===== config.mk =====
export PLATFORM = sky130hd
export DESIGN_NAME = pm_evt_sci_ctrl
export DESIGN_NICKNAME = d
export VERILOG_FILES = /design/src/rtl/pm_evt_pkg.sv /design/src/rtl/pm_win_decode.sv /design/src/rtl/pm_evt_timer.sv /design/src/rtl/pm_evt_regs.sv /design/src/rtl/pm_evt_sci_ctrl.sv
export SDC_FILE = /design/constraint.sdc
export NUM_CORES = 1
export LEC_CHECK = 0
export ABC_CLOCK_PERIOD_IN_PS = 4000
export BUFFER_PORTS_ARGS = -buffer_cell sky130_fd_sc_hd__buf_2
export CORE_MARGIN = 2
export CORE_UTILIZATION = 30
export CTS_BUF_LIST = sky130_fd_sc_hd__clkbuf_8
export CTS_CLUSTER_SIZE = 12
export DETAILED_ROUTE_END_ITERATION = 8
export PLACE_DENSITY_LB_ADDON = 0.2
export SLEW_MARGIN = 20
export SYNTH_ARGS = -nofsm -noshare
export SYNTH_HDL_FRONTEND = slang
export SYNTH_HIERARCHICAL = 1
export SYNTH_SLANG_ARGS = --single-unit

===== constraint.sdc =====
create_clock -name clk -period 4 [get_ports clk]
set_input_delay 0.2 -clock clk [delete_from_list [all_inputs] [get_ports clk]]
set_output_delay 0.2 -clock clk [all_outputs]
set_load 0.02 [all_outputs]

===== src/rtl/pm_evt_pkg.sv =====
package pm_evt_pkg;

   // Status / enable bit positions (also the SCI source positions)
   localparam int TMR_BIT    = 0;
   localparam int GBL_BIT    = 5;
   localparam int PWRBTN_BIT = 8;
   localparam int RTC_BIT    = 10;

   localparam logic [15:0] STS_IMPL =
      (16'h1 << TMR_BIT) | (16'h1 << GBL_BIT) | (16'h1 << PWRBTN_BIT) | (16'h1 << RTC_BIT);

   // Control bit toggled by APM writes
   localparam int SCI_MODE_BIT = 0;

   // Register offsets inside the window
   localparam int OFS_STS = 'h00;
   localparam int OFS_EN  = 'h02;
   localparam int OFS_CTL = 'h04;
   localparam int OFS_TMR = 'h08;

   // APM command codes
   localparam logic [7:0] APM_SCI_ON  = 8'hF1;
   localparam logic [7:0] APM_SCI_OFF = 8'hF0;

   // Configuration byte masks
   localparam logic [7:0] MAP_EN_MASK  = 8'h01;
   localparam logic [7:0] SMI_EN_MASK  = 8'h02;
   localparam logic [7:0] GPE_HP_MASK  = 8'h02;

   typedef struct packed {
      logic pwrbtn;
      logic gbl;
      logic rtc;
   } evt_t;

   typedef struct packed {
      logic sts;
      logic en;
      logic ctl;
      logic tmr;
   } reg_sel_t;

endpackage


===== src/rtl/pm_win_decode.sv =====
module pm_win_decode
   import pm_evt_pkg::*;
#(
   parameter int ADDR_W = 16,
   parameter int OFS_W  = 6
) (
   input  logic [ADDR_W-1:0] io_addr,
   input  logic [31:0]       cfg_base,
   input  logic [7:0]        cfg_map_ctl,
   output logic              hit,
   output reg_sel_t          sel
);
   localparam logic [ADDR_W-1:0] BASE_MASK = ~((ADDR_W)'((1 << OFS_W) - 1));

   logic [ADDR_W-1:0] base_w;
   logic [OFS_W-1:0]  ofs;

   assign base_w = ADDR_W'(cfg_base & 32'(BASE_MASK));
   assign ofs    = io_addr[OFS_W-1:0];
   assign hit    = ((cfg_map_ctl & MAP_EN_MASK) != 8'h00)
                   && ((io_addr & BASE_MASK) == base_w);

   always_comb begin
      sel     = '0;
      sel.sts = hit && (ofs == OFS_W'(OFS_STS));
      sel.en  = hit && (ofs == OFS_W'(OFS_EN));
      sel.ctl = hit && (ofs == OFS_W'(OFS_CTL));
      sel.tmr = hit && (ofs == OFS_W'(OFS_TMR));
   end
endmodule


===== src/rtl/pm_evt_timer.sv =====
module pm_evt_timer #(
   parameter int TMR_W = 24
) (
   input  logic             clk,
   input  logic             rst_n,
   output logic [TMR_W-1:0] cnt,
   output logic             msb_flip
);
   logic [TMR_W-1:0] cnt_nxt;

   assign cnt_nxt  = cnt + 1'b1;
   assign msb_flip = cnt_nxt[TMR_W-1] ^ cnt[TMR_W-1];

   always_ff @(posedge clk or negedge rst_n) begin
      if (!rst_n) cnt <= '0;
      else        cnt <= cnt_nxt;
   end
endmodule


===== src/rtl/pm_evt_regs.sv =====
module pm_evt_regs
   import pm_evt_pkg::*;
(
   input  logic        clk,
   input  logic        rst_n,
   input  logic        wr_sts,
   input  logic        wr_en,
   input  logic        wr_ctl,
   input  logic [15:0] wdata,
   input  evt_t        evt,
   input  logic        tmr_flip,
   input  logic        apm_wr,
   input  logic [7:0]  apm_data,
   input  logic        smi_allow,
   output logic [15:0] sts_q,
   output logic [15:0] en_q,
   output logic [15:0] ctl_q,
   output logic        smi_q
);
   logic [15:0] set_v, clr_v, sts_d, en_d, ctl_d;

   always_comb begin
      set_v             = '0;
      set_v[PWRBTN_BIT] = evt.pwrbtn;
      set_v[GBL_BIT]    = evt.gbl;
      set_v[RTC_BIT]    = evt.rtc;
      set_v[TMR_BIT]    = tmr_flip & en_q[TMR_BIT];
   end

   assign clr_v = wr_sts ? wdata : 16'h0000;
   assign sts_d = ((sts_q & ~clr_v) | set_v) & STS_IMPL;
   assign en_d  = wr_en ? wdata : en_q;

   always_comb begin
      ctl_d = wr_ctl ? wdata : ctl_q;
      if (apm_wr && (apm_data == APM_SCI_ON))       ctl_d[SCI_MODE_BIT] = 1'b1;
      else if (apm_wr && (apm_data == APM_SCI_OFF)) ctl_d[SCI_MODE_BIT] = 1'b0;
   end

   always_ff @(posedge clk or negedge rst_n) begin
      if (!rst_n) begin
         sts_q <= '0;
         en_q  <= '0;
         ctl_q <= '0;
         smi_q <= 1'b0;
      end else begin
         sts_q <= sts_d;
         en_q  <= en_d;
         ctl_q <= ctl_d;
         smi_q <= apm_wr & smi_allow;
      end
   end
endmodule


===== src/rtl/pm_evt_sci_ctrl.sv =====
module pm_evt_sci_ctrl
   import pm_evt_pkg::*;
#(
   parameter int ADDR_W    = 16,
   parameter int DATA_W    = 32,
   parameter int WIN_BYTES = 64,
   parameter int TMR_W     = 24,
   parameter bit EVT_EDGE  = 1'b0
) (
   input  logic              clk,
   input  logic              rst_n,
   input  logic [ADDR_W-1:0] io_addr,
   input  logic              io_wr,
   input  logic [15:0]       io_wdata,
   output logic [DATA_W-1:0] io_rdata,
   input  logic [31:0]       cfg_base,
   input  logic [7:0]        cfg_map_ctl,
   input  logic [7:0]        cfg_smi_ctl,
   input  logic              apm_wr,
   input  logic [7:0]        apm_data,
   input  logic              pwrbtn_evt,
   input  logic              gbl_evt,
   input  logic              rtc_evt,
   input  logic [7:0]        gpe_sts,
   input  logic [7:0]        gpe_en,
   output logic              sci_o,
   output logic              smi_o
);
   localparam int OFS_W = $clog2(WIN_BYTES);

   // Elaboration-time parameter checks
   if ((1 << OFS_W) != WIN_BYTES || WIN_BYTES < 16) begin : g_bad_win
      $error("WIN_BYTES must be a power of two of at least 16");
   end
   if (TMR_W < 4 || TMR_W > DATA_W) begin : g_bad_tmr
      $error("TMR_W must lie between 4 and DATA_W");
   end
   if (DATA_W < 16 || ADDR_W <= OFS_W || ADDR_W > 32) begin : g_bad_bus
      $error("bus widths out of range");
   end

   logic             hit;
   reg_sel_t         sel;
   logic [TMR_W-1:0] tmr_cnt;
   logic             tmr_flip;
   logic [15:0]      sts_q, en_q, ctl_q;
   evt_t             evt_raw, evt;

   assign evt_raw = '{pwrbtn: pwrbtn_evt, gbl: gbl_evt, rtc: rtc_evt};

   // Event input variant: pulses taken as-is, or rising edges of levels
   if (EVT_EDGE) begin : g_evt_edge
      evt_t evt_prev;
      always_ff @(posedge clk or negedge rst_n) begin
         if (!rst_n) evt_prev <= '0;
         else        evt_prev <= evt_raw;
      end
      assign evt = evt_raw & ~evt_prev;
   end else begin : g_evt_pulse
      assign evt = evt_raw;
   end

   pm_win_decode #(.ADDR_W(ADDR_W), .OFS_W(OFS_W)) u_dec (
      .io_addr     (io_addr),
      .cfg_base    (cfg_base),
      .cfg_map_ctl (cfg_map_ctl),
      .hit         (hit),
      .sel         (sel)
   );

   pm_evt_timer #(.TMR_W(TMR_W)) u_tmr (
      .clk      (clk),
      .rst_n    (rst_n),
      .cnt      (tmr_cnt),
      .msb_flip (tmr_flip)
   );

   pm_evt_regs u_regs (
      .clk       (clk),
      .rst_n     (rst_n),
      .wr_sts    (io_wr & sel.sts),
      .wr_en     (io_wr & sel.en),
      .wr_ctl    (io_wr & sel.ctl),
      .wdata     (io_wdata),
      .evt       (evt),
      .tmr_flip  (tmr_flip),
      .apm_wr    (apm_wr),
      .apm_data  (apm_data),
      .smi_allow ((cfg_smi_ctl & SMI_EN_MASK) != 8'h00),
      .sts_q     (sts_q),
      .en_q      (en_q),
      .ctl_q     (ctl_q),
      .smi_q     (smi_o)
   );

   always_comb begin
      io_rdata = '0;
      unique case (1'b1)
         sel.sts: io_rdata = DATA_W'(sts_q);
         sel.en:  io_rdata = DATA_W'(en_q);
         sel.ctl: io_rdata = DATA_W'(ctl_q);
         sel.tmr: io_rdata = DATA_W'(tmr_cnt);
         default: io_rdata = '0;
      endcase
   end

   assign sci_o = ((sts_q & en_q & STS_IMPL) != 16'h0000)
                  || ((gpe_sts & gpe_en & GPE_HP_MASK) != 8'h00);

   // hit is consumed through sel; keep it visible for the checker
endmodule


* Yosys cells after proc, flatten, opt, wreduce, memory -nomap -nowiden
Cells that the tools add are included.
** Word-level totals
- Register bits after elaboration :: 61
- Word-level logic and storage cells :: 40
- Output and inout port bits :: 34
- Input bits :: 111
** Operators by class
- Eq/ne operators :: 6
- Multiplexer cells :: 5
- Add/subtract/negate cells :: 1
- Reduce and logical (&&, ||, !) cells :: 11
- Bitwise gates (word level) :: 11
** Operator list (count)
- 24-bit case mux with 4 select lines :: 1
- 24-bit by 1-bit adder with 24-bit output, second input constant :: 1
- 11-bit bitwise AND :: 2
- 8-bit == test, second input constant :: 2
- 16-bit nonzero test :: 1
- 11-bit two-way mux :: 1
- 11-bit NOT :: 1
- 11-bit OR :: 1
- 10-bit == test :: 1
- 1-bit logical AND :: 7
- 6-bit by 2-bit == test with 1-bit output, second input constant :: 1
- 6-bit by 3-bit == test with 1-bit output, second input constant :: 1
- 6-bit by 4-bit == test with 1-bit output, second input constant :: 1
- 6-bit zero test :: 1
- 1-bit bitwise AND :: 5
- 1-bit two-way mux :: 3
- 3-bit nonzero test :: 1
- 2-bit bitwise AND :: 1
- 1-bit logical OR :: 1
- 1-bit bitwise XOR :: 1

* Logic depth before layout (Yosys ltp)
Gate-level depths: netlist (run 1).
- Depth in word-level cells :: 8
- Depth in mapped cells :: 11
- Mapped depth without buffers :: 8

* Hierarchy
The synthesis (run 1) kept the hierarchy.
** By module, submodules not included
- pm_evt_regs :: area an instance 1485.2 um^2, times used 1, seq. area each 925.9 um^2, cells each 99
- pm_evt_timer :: area an instance 1042.2 um^2, times used 1, seq. area each 600.6 um^2, cells each 88
- pm_evt_sci_ctrl :: area an instance 589.3 um^2, times used 1, seq. area each 0.0 um^2, cells each 79
- pm_win_decode :: area an instance 191.4 um^2, times used 1, seq. area each 0.0 um^2, cells each 25

* Least setup slack after synthesis (run 1)
OpenSTA, ideal clock, no wires.
- Path kind :: input to register
- From :: input port cfg_base[7]
- To :: register u_regs.en_q[10]
- Buffers on the path :: 4
- Arrival :: 2139 ps
- Required time :: 3875 ps
- Library setup time :: 125 ps
- Slack :: 1736 ps
- Cell stages on the path :: 10
- Cells stage by stage :: xnor2_1 -> o2111ai_1 -> nor4_2 -> and4b_1 -> buf_6 -> buf_12 -> and2_2 -> buf_2 -> buf_2 -> mux2_2
** RTL lines
- start, declared :: line pm_evt_sci_ctrl.sv:16 : input logic [31:0] cfg_base,
- end signal, assigned :: line pm_evt_regs.sv:48 : en_q <= en_d;
- end, declared :: line pm_evt_regs.sv:16 : output logic [15:0] en_q,

==> results of run 1 <==
==> flip-flops by register name, summed over array words and instances, names as in the netlist <==
register and count:
u_regs/sts_q 4, u_tmr/cnt 24, u_regs/en_q 16, u_regs/ctl_q 16
u_regs/smi_q 1
==> worst max path at each step <==
stage | end | slack (ns)
global placement | io_rdata[9] | 1.40
finish | io_rdata[2] | 1.43
detailed placement | u_regs/ctl_q[1] | 1.40
global route | io_rdata[9] | 1.10
CTS | io_rdata[9] | 1.40
floorplan | u_regs/en_q[10] | 1.74
==> through the flow <==
| step | power [W] | util, % | instances |
|---|---|---|---|
| 3_5_place_dp | 0.000710 | 34.8 | 508 |
| 3_3_place_gp | 0.000709 | 34.8 | 508 |
| 6_report | 0.00135 | 37.2 | 525 |
| 2_1_floorplan | 0.000673 | - | 309 |
| 5_1_grt | 0.00142 | 37.2 | 525 |
| 4_1_cts | 0.00137 | 37.2 | 525 |
==> metal layers <==
metal | up-vias | wire length [um]
li1 | 1181 | -
met1 | 1174 | 3370
met2 | 60 | 3690
met3 | 4 | 299
met4 | 0 | 55
met5 | - | 0
==> power by group through the flow <==
stage                     combinational [W]  clock [W]  sequential, W
after floorplan                   0.0000413          0       0.000632
after detailed placement          0.0000789          0       0.000632
after CTS                         0.0000797   0.000672       0.000620
final                             0.0000780   0.000653       0.000620
after global placement            0.0000778          0       0.000631
after global routing              0.0000891   0.000709       0.000619
==> area by class of cell <==
class / instances / area (um^2) / area share (%)
multi-input cells: 212 / 1580 / 39.3
clock buffers: 10 / 138 / 3.43
flip-flops and latches: 61 / 1530 / 38.1
repair buffers: 92 / 478 / 11.9
inverters: 4 / 15.0 / 0.374
clock inverters: 6 / 103 / 2.56
well taps: 140 / 175 / 4.37
==> cell usage in the layout, fill, tap and decap left out, drive strengths merged <==
| master | Yosys | layout |
|---|---|---|
| a222oi | 1 | 1 |
| nand3 | 12 | 12 |
| nor3 | 1 | 1 |
| mux2i | 1 | 1 |
| dfrtp | 61 | 61 |
| dlygate4sd3 | 0 | 1 |
| and4 | 2 | 2 |
| inv | 4 | 6 |
| nor2 | 7 | 7 |
| o21ai | 1 | 1 |
| clkbuf | 0 | 10 |
| or2 | 1 | 1 |
| bufinv | 0 | 3 |
| and4b | 3 | 3 |
| o2111ai | 1 | 1 |
| clkinv | 0 | 1 |
| a22oi | 33 | 33 |
| nor4 | 6 | 6 |
| ha | 1 | 1 |
| or4b | 1 | 1 |
| conb | 2 | 20 |
| or4 | 1 | 1 |
| nand2b | 1 | 1 |
| mux2 | 31 | 31 |
| o31a | 1 | 1 |
| nand4 | 9 | 9 |
| buf | 32 | 91 |
| and2 | 13 | 13 |
| a21o | 3 | 3 |
| xor2 | 7 | 7 |
| a22o | 1 | 1 |
| nand2 | 30 | 30 |
| xnor2 | 24 | 24 |
==> cell families after synthesis <==
| logic type | count (synthesis) | synth area share, % |
|---|---|---|
| muxes | 32 | 10.9 |
| AOI/OAI and AO/OA | 41 | 10.8 |
| DFF | 61 | 46.1 |
| other | 2 | 0.227 |
| buffers and inverters | 36 | 8.28 |
| and+or+nand+nor | 87 | 15.1 |
| xor gates and xnor gates | 31 | 8.21 |
| adders and majority gates | 1 | 0.378 |
==> what timing repair did <==
| item | in CTS | in global routing |
|---|---|---|
| endpoints found under the hold margin | 30 | 0 |
| resized for setup | 0 | 0 |
| hold buffers | 1 | 0 |
==> run_results.csv, run 1 <==
group,metric,value,unit
placement,dpl_cell_area,3760,um^2
power_and_ir_drop,power_frac_comb,5.8,%
grt,grt_pass1_vias,2477,
logic_synthesis,number_of_register_bits_inferred_by_synthesis,61,
power_and_ir_drop,p_leak,2.02,nW
power_and_ir_drop,power.switching,0.000272,W
cells_and_area,nets,492,
logic_synthesis,ys_seq_area_share,46.1,%
sta,report.final.setup_viol,0,
worst_hold_path,min_from,"pwrbtn_evt",
sta,period_minus_slack,2.57,ns
setup_path,most_repeated_library_cell_on_the_critical_path,"buf_2",
grt,globalRouteOverflowTotal,0,
clock_network,cts-buffers-inserted,9,
setup_path,cell_type_of_the_slowest_stage_on_the_worst_timing_path,"and4b_1",
logic_synthesis,synth_edf_count,0,
setup_path,reg2reg_setup_slack,1.96,ns
setup_path,worst_setup_path_end_kind,"output port",
grt,global_route.usage.met2,22.2,%
cells_and_area,antenna_cells,0,
floorplanning,vertical_extent_of_the_die,109,um
grt,grt_antenna_before_repair,0,
setup_path,worst_endpoint_data_arrival_time,2.37,ns
sta,clock-skew-final,0.00587,ns
logic_synthesis,post-synth-top-count-cell,"dfrtp_1",
setup_path,critical_path.n_buffers_inverters,2,
power_and_ir_drop,switching_share,20.2,%
setup_path,r2r_cells,5,
grt,grtUsageMet3,3.89,%
sta,timing.max_slew.rel_slack,39.2,%
sta,worst_slack,1.43,ns
route,via_count,2419,
floorplanning,number_of_top_level_pins,145,
route,route.antenna.remaining_nets,0,
cells_and_area,layout-drive-gt1-share,40.0,%
logic_synthesis,synth.lib_cells_used.distinct,38,
sta,tightest_slew,0.911,ns
logic_synthesis,ys_warn_count,6,
power_and_ir_drop,cellInternalPower,0.00108,W
logic_synthesis,netlist_instances,291,
setup_path,timing.setup.critical_path_class,"primary input to output port",
floorplanning,die_area,11900,um^2
logic_synthesis,synth_ff_type,"dfrtp_1",
setup_path,timing.rr.end,"u_tmr/cnt[18]",
cells_and_area,syn_to_final_growth,21.2,%
worst_hold_path,worstHoldEndpoint,"u_regs/sts_q[8]",
logic_synthesis,netlist_top_cells_area,"dfrtp_1, mux2_2, xnor2_1, a22oi_1, buf_4",
sta,rsz0062_at_grt,"no",
setup_path,cp_cell_sequence,"buf_2 > xnor2_1 > o2111ai_1 > nor4_2 > and4b_1 > a22oi_1 > nand2_1 > buf_2",
route,viasPerCell,4.61,
cells_and_area,final.fill_count,1079,
grt,grt_max_degree,32,
power_and_ir_drop,clock_power_share,48.3,%
clock_network,cts_setup_buffers,0,
grt,global_route_wire_length_before_repair,12.3,mm
sta,max_clock_freq,390,MHz
grt,grt_resource_usage_total,13.5,%
clock_network,cts_tree,"yes",
route,tritonroute_pass_1_iters,4,
setup_path,worstReg2RegStart,"u_tmr/cnt[0]",
floorplanning,die_w,109,um
logic_synthesis,synth_area,3310,um^2
setup_path,critical_path.startpoint_type,"primary input",
setup_path,startpoint,"cfg_base[7]",
route,routedWlPerCell,14.1,um
floorplanning,placeableCoreArea,10800,um^2
sta,fin_worst_hold_slack,0.0465,ns
job,max_cap_viol_count,0,
sta,report.final.hold_viol_count,0,
sta,timing.setup.tns,0,ns
placement,post_place_setup_slack,1.40,ns
grt,groute.layer.met1.usage,17.2,%
power_and_ir_drop,seqPwrFrac,45.9,%
clock_network,clk_transition_reported_paths,0.07,ns
placement,dp_hpwl,5.59,mm
clock_network,clock_insertion_delay_worst_skew,0.33,ns
logic_synthesis,syn-mean-instance-area,11.4,um^2
clock_network,clk_root_buffer_cell,"clkbuf_8",
grt,busiest_layer,"met2",
route,drt_drc_violations_left,0,
sta,slew_violations,0,
setup_path,timing.critical_path.depth,8,
logic_synthesis,yosysTopAreaCellShare,46.1,%
worst_hold_path,timing.hold.worst.class,"primary input to register",
logic_synthesis,synth.top_cells.by_count,"dfrtp_1, mux2_2, nand2_1",
clock_network,max-clock-path-buffers,2,
clock_network,cts_max_level,3,
setup_path,worst_path_largest_cell_delay,0.85,ns
floorplanning,row_count,38,
sta,layout_worst_path_cycle_share,64.2,%
logic_synthesis,asr_flop_ratio_synth,100,%
route,drt_first_iter_violations,107,
route,routed_wirelength,7.41,mm
setup_path,worst-path-max-fanout,24,
power_and_ir_drop,cellPowerDensity,337,nW/um^2
clock_network,clock-sinks,61,
placement,placement.io_buffers,86,
setup_path,required_arrival_time_at_the_worst_endpoint,3.80,ns
cells_and_area,design_area,4010,um^2
power_and_ir_drop,ir_drop,0.192,mV
status,outcome,"complete, no violations",
floorplanning,initial_utilization,30.7,%
worst_hold_path,whs_path_depth,2,
logic_synthesis,synth_area_leader_cell,"dfrtp_1",
setup_path,critPathTopFamily,"simple AND/OR/NAND/NOR gates",
placement,gp_congestion,0.723,
No activity file was read; power rests on OpenSTA's default activity.
==> inputs of run 2 (changes only) <==
--- a/config.mk
+++ b/config.mk
@@ -5,7 +5,8 @@
 export SDC_FILE = /design/constraint.sdc
 export NUM_CORES = 1
 export LEC_CHECK = 0
-export ABC_CLOCK_PERIOD_IN_PS = 4000
+export ABC_AREA = 1
+export ABC_CLOCK_PERIOD_IN_PS = 2300
 export BUFFER_PORTS_ARGS = -buffer_cell sky130_fd_sc_hd__buf_2
 export CORE_MARGIN = 2
 export CORE_UTILIZATION = 30
==> constraint.sdc (replaced) <==
create_clock -name clk -period 2.3 [get_ports clk]
set_input_delay 0.115 -clock clk [delete_from_list [all_inputs] [get_ports clk]]
set_output_delay 0.115 -clock clk [all_outputs]
set_load 0.02 [all_outputs]
==> run_results.csv, run 2 <==
group,metric,value,unit
status,outcome,"complete, no violations",
floorplanning,vertical_extent_of_the_die,116,um
grt,grt_pass1_vias,3258,
job,max_cap_viol_count,0,
clock_network,clock_insertion_delay_worst_skew,0.34,ns
worst_hold_path,timing.hold.worst.class,"primary input to register",
setup_path,most_repeated_library_cell_on_the_critical_path,"nand2_1",
route,drt_first_iter_violations,125,
setup_path,worst_setup_path_end_kind,"output port",
route,via_count,3305,
setup_path,cell_type_of_the_slowest_stage_on_the_worst_timing_path,"buf_4",
clock_network,cts_tree,"yes",
route,routedWlPerCell,12.1,um
setup_path,critical_path.startpoint_type,"primary input",
route,drt_drc_violations_left,0,
setup_path,worst_endpoint_data_arrival_time,1.61,ns
placement,placement.io_buffers,86,
sta,slew_violations,0,
cells_and_area,top_register,"u_tmr/cnt",
clock_network,cts_resized,0,
clock_network,ctsHoldBuffers,19,
floorplanning,number_of_top_level_pins,145,
floorplanning,die_w,116,um
logic_synthesis,ys_warn_count,6,
setup_path,worst_path_largest_cell_delay,0.29,ns
power_and_ir_drop,ir_drop,0.207,mV
placement,dpl_cell_area,4240,um^2
logic_synthesis,synth_area,3730,um^2
clock_network,cts-buffers-inserted,9,
floorplanning,placeableCoreArea,12100,um^2
setup_path,worst-path-max-fanout,16,
sta,max_clock_freq,580,MHz
sta,report.final.hold_viol_count,0,
cells_and_area,final.fill_count,1319,
sta,layout_worst_path_cycle_share,75.0,%
cells_and_area,design_area,4620,um^2
setup_path,required_arrival_time_at_the_worst_endpoint,2.18,ns
route,viasPerCell,4.23,
floorplanning,die_area,13400,um^2
setup_path,cp_cell_sequence,"buf_2 > inv_1 > nand2_1 > nand2_1 > nor2_1 > nand2_1 > nor2_1 > nand2_1 > nor2_1 > buf_4 > nand2_1 > nand4_1 > buf_2",
grt,grt_resource_usage_total,15.1,%
sta,clock-skew-final,0.0114,ns
grt,grt_max_degree,39,
power_and_ir_drop,p_leak,2.47,nW
setup_path,critPathTopFamily,"simple AND/OR/NAND/NOR gates",
sta,period_minus_slack,1.72,ns
cells_and_area,layout.cells.most_common_list,"nand2_1, buf_2, dfrtp_1",
floorplanning,initial_utilization,31.0,%
placement,dp_hpwl,7.09,mm
sta,timing.max_slew.rel_slack,60.3,%
cells_and_area,layout.cells.most_common,"nand2_1",
clock_network,cts_setup_buffers,0,
cells_and_area,syn_to_final_growth,23.8,%
sta,rsz0062_at_grt,"no",
logic_synthesis,syn-mean-instance-area,7.50,um^2
power_and_ir_drop,cellPowerDensity,475,nW/um^2
clock_network,clock-sinks,61,
logic_synthesis,netlist_instances,498,
grt,global_route_wire_length_before_repair,15.8,mm
setup_path,timing.setup.critical_path_class,"primary input to output port",
clock_network,clk_transition_reported_paths,0.06,ns
cells_and_area,fin_cells,782,
clock_network,clk_root_buffer_cell,"clkbuf_8",
placement,cell_count_after_placement,747,
cells_and_area,largest_reg_flops,24,
cells_and_area,nets,721,
sta,report.final.setup_viol,0,
sta,tightest_slew,0.595,ns
cells_and_area,multi_input_logic_area,1800,um^2
setup_path,critical_path.n_buffers_inverters,4,
grt,grt_antenna_before_repair,0,
placement,gp_congestion,0.858,
route,routed_wirelength,9.45,mm
sta,timing.setup.tns,0,ns
clock_network,cts_max_level,3,
route,route.antenna.remaining_nets,0,
grt,globalRouteOverflowTotal,0,
cells_and_area,registers_with_the_most_flip_flops,"u_tmr/cnt: 24 flops, u_regs/ctl_q: 16 flops, u_regs/en_q: 16 flops",
cells_and_area,antenna_cells,0,
route,tritonroute_pass_1_iters,4,
cells_and_area,layout-drive-gt1-share,22.8,%
cells_and_area,area.sequential,1530,um^2
clock_network,max-clock-path-buffers,2,
floorplanning,row_count,40,
## run 2: area by class of cell
| cell class | instances | share of cell area, % |
|---|---|---|
| clock buffers | 10 | 2.98 |
| repair buffers | 115 | 15.3 |
| flip-flops and latches | 61 | 33.0 |
| well taps | 168 | 4.55 |
| clock inverters | 6 | 1.19 |
| multi-input cells | 374 | 39.0 |
| inverters | 48 | 3.90 |
## run 2: worst paths after layout
path	startpoint	endpoint	slack, ns	depth (start not counted)
worst max-delay path	io_addr[6]	io_rdata[13]	0.58	13
worst min-delay path	io_wdata[7]	u_regs/ctl_q[7]	0.02	3
worst max register to register	u_tmr/cnt[0]	u_tmr/cnt[16]	0.81	6
worst min register to register	u_regs/ctl_q[12]	u_regs/ctl_q[12]	0.47	2
max in group asynchronous	rst_n	u_tmr/cnt[20]	1.37	3
min in group asynchronous	rst_n	u_regs/sts_q[8]	0.31	2
## run 2: tightest hold or removal path: stages
cell and delay, ns:
buf_2 0.10, nand2_1 0.05, nand2_1 0.05
## run 2: per-stage QoR
stage / hold slack (ns) / utilization, % / setup WS (ns) / power, W
floorplan: -0.181 / - / 0.581 / 0.00117
global placement: 0.151 / 35.1 / 0.335 / 0.00124
detailed placement: 0.152 / 35.1 / 0.311 / 0.00124
CTS: 0.00284 / 38.3 / 0.537 / 0.00223
global route: 0.0207 / 38.3 / 0.369 / 0.00230
finish: 0.0173 / 38.3 / 0.576 / 0.00219
## run 2: routing by layer
| metal | GRT usage [%] | share of wire [%] | vias up |
|---|---|---|---|
| li1 | - | - | 1716 |
| met1 | 20.1 | 47 | 1510 |
| met2 | 24.9 | 48 | 75 |
| met3 | 3.03 | 4.6 | 4 |
| met4 | 4.18 | 0.57 | 0 |
| met5 | 0 | 0 | - |
## run 2: power breakdown
part	internal [W]	leakage, nW	switching (W)
sequential	0.00108	0.821	0.00000118
combinational	0.0000781	1.54	0.0000911
clock	0.000518	0.105	0.000429
total	0.00167	2.47	0.000521
==> inputs of run 3 (changes only) <==
--- a/config.mk
+++ b/config.mk
@@ -5,8 +5,8 @@
 export SDC_FILE = /design/constraint.sdc
 export NUM_CORES = 1
 export LEC_CHECK = 0
-export ABC_AREA = 1
-export ABC_CLOCK_PERIOD_IN_PS = 2300
+export ABC_AREA = 0
+export ABC_CLOCK_PERIOD_IN_PS = 1500
 export BUFFER_PORTS_ARGS = -buffer_cell sky130_fd_sc_hd__buf_2
 export CORE_MARGIN = 2
 export CORE_UTILIZATION = 30
==> constraint.sdc (replaced) <==
create_clock -name clk -period 1.5 [get_ports clk]
set_input_delay 0.075 -clock clk [delete_from_list [all_inputs] [get_ports clk]]
set_output_delay 0.075 -clock clk [all_outputs]
set_load 0.02 [all_outputs]
==> run_results.csv, run 3 (synthesis results as in run 1) <==
group,metric,value,unit
cells_and_area,syn_to_final_growth,58.7,%
status,violated_checks,"setup timing",
placement,post_place_setup_slack,-0.338,ns
clock_network,cts_tree,"yes",
setup_path,worst_setup_path_end_kind,"output port",
setup_path,critical_path.startpoint_type,"primary input",
sta,clock-skew-final,0.0106,ns
grt,grt_max_degree,62,
sta,worst_slack,-0.165,ns
floorplanning,initial_utilization,30.7,%
cells_and_area,layout-drive-gt1-share,53.0,%
cells_and_area,design_area,5250,um^2
cells_and_area,top_register,"u_tmr/cnt",
route,routedWlPerCell,14.7,um
status,outcome,"finished with violations",
cells_and_area,antenna_cells,0,
power_and_ir_drop,cellPowerDensity,664,nW/um^2
placement,dpl_cell_area,4350,um^2
worst_hold_path,min_from,"apm_data[2]",
clock_network,cts-buffers-inserted,9,
setup_path,timing.rr.end,"u_regs/sts_q[0]",
floorplanning,row_count,38,
floorplanning,placeableCoreArea,10800,um^2
sta,layout_worst_path_cycle_share,111,%
power_and_ir_drop,p_leak,2.52,nW
floorplanning,die_area,11900,um^2
worst_hold_path,timing.hold.worst.class,"primary input to register",
sta,timing.setup.tns,-4.36,ns
cells_and_area,postLayoutCoreUtil,48.6,%
grt,grt_resource_usage_total,15.5,%
worst_hold_path,worstHoldEndpoint,"u_regs/ctl_q[0]",
grt,globalRouteOverflowTotal,0,
sta,max_clock_freq,601,MHz
floorplanning,vertical_extent_of_the_die,109,um
sta,report.final.setup_viol,43,
setup_path,timing.setup.critical_path_class,"primary input to output port",
sta,report.final.hold_viol_count,0,
power_and_ir_drop,ir_drop,0.379,mV
sta,rsz0062_at_grt,"yes",
clock_network,clock-sinks,61,
floorplanning,die_w,109,um
clock_network,cts_max_level,3,
cells_and_area,final.fill_count,1000,
route,drt_first_iter_violations,85,
route,viasPerCell,4.57,
route,tritonroute_pass_1_iters,4,
setup_path,required_arrival_time_at_the_worst_endpoint,1.42,ns
cells_and_area,registers_with_the_most_flip_flops,"u_tmr/cnt: 24 flops, u_regs/ctl_q: 16 flops, u_regs/en_q: 16 flops",
grt,grt_antenna_before_repair,0,
worst_hold_path,whs_path_depth,3,
cells_and_area,largest_reg_flops,24,
cells_and_area,nets,562,
clock_network,clock_insertion_delay_worst_skew,0.35,ns
clock_network,clk_root_buffer_cell,"clkbuf_8",
job,max_cap_viol_count,0,
grt,grt_pass1_vias,2837,
setup_path,worst_endpoint_data_arrival_time,1.59,ns
placement,gp_congestion,0.743,
route,route.antenna.remaining_nets,0,
setup_path,r2r_cells,4,
clock_network,max-clock-path-buffers,2,
sta,slew_violations,0,
sta,period_minus_slack,1.66,ns
setup_path,reg2reg_setup_slack,-0.04,ns
placement,dp_hpwl,6.08,mm
route,via_count,2718,
placement,placement.io_buffers,86,
setup_path,worst-path-max-fanout,8,
grt,global_route_wire_length_before_repair,14.0,mm
route,drt_drc_violations_left,0,
clock_network,clk_transition_reported_paths,0.07,ns
cells_and_area,layout.cells.most_common,"dfrtp_1",
floorplanning,number_of_top_level_pins,145,
cells_and_area,layout.cells.most_common_list,"dfrtp_1, buf_2, buf_4",
setup_path,worstReg2RegStart,"u_tmr/cnt[10]",
route,routed_wirelength,8.76,mm
==> run 3: changes by cell type in the layout (fill, tap and decap cells not counted), sizes merged, moves of 5 or more <==
cell and delta:
buf +43, nor4 +6, nand4 -9, mux2 +15
and2 +13, nor2 -44, xnor2 +17, nand3 -5
nand2 -192, a22oi +33, inv -45
==> run 3: report_power, final <==
part	leakage, nW	internal (W)	switching (W)
Clock	0.0943	0.000805	0.000682
Sequential	0.821	0.00165	0.00000279
Combinational	1.60	0.000188	0.000160
Total	2.52	0.00264	0.000845
==> run 3: per-stage QoR <==
step | power, W | std cells | hold slack [ns]
after floorplan | 0.00182 | 309 | -0.221
after global placement | 0.00194 | 547 | 0.116
after detailed placement | 0.00195 | 547 | 0.115
after CTS | 0.00351 | 593 | 0.0457
after global routing | 0.00363 | 595 | 0.0516
final | 0.00349 | 595 | 0.0592
==> run 3: what timing repair did <==
action | CTS | global route
gates cloned | 1 | 0
hold buffers | 23 | 0
setup endpoints to repair | 31 | 68
hold endpoints to repair | 97 | 0
setup buffers | 6 | 3
pin swaps | 14 | 19
gates resized for setup | 66 | 41
==> run 3: routing by layer <==
| layer | GRT usage [%] | share of wire, % | vias up |
|---|---|---|---|
| met5 | 0 | 0 | - |
| met3 | 4.00 | 3.3 | 8 |
| met4 | 4.21 | 0.95 | 0 |
| met1 | 19.6 | 45 | 1330 |
| li1 | - | - | 1319 |
| met2 | 26.1 | 51 | 61 |
==> run 3: area by class of cell <==
type	instances	area, um^2	area share, %
timing repair buffer	162	1370	26.0
sequential	61	1530	29.1
inverter	4	15.0	0.286
clock buffer	10	138	2.62
multi-input combinational	212	1970	37.5
tap	140	175	3.34
clock inverter	6	62.6	1.19
==> run 3: how the worst max path moves through the flow <==
stage	startpoint	endpoint	slack (ns)	depth (start not counted)
after floorplan	cfg_base[6]	u_regs/en_q[10]	-0.40	10
after global placement	cfg_base[6]	u_regs/en_q[0]	-0.31	8
after detailed placement	cfg_base[6]	u_regs/en_q[0]	-0.34	8
after CTS	io_addr[12]	io_rdata[4]	-0.21	10
after global routing	io_addr[8]	io_rdata[7]	-0.25	10
final	io_addr[8]	io_rdata[15]	-0.16	10
==> run 3: worst max-delay path, cell delays in order <==
cell and delay, ns:
buf_8 0.10, xnor2_4 0.16, nand3_2 0.11, nor4_4 0.30
and4b_2 0.29, buf_6 0.12, buf_12 0.13, a22oi_1 0.08
nand2_1 0.10, buf_6 0.12
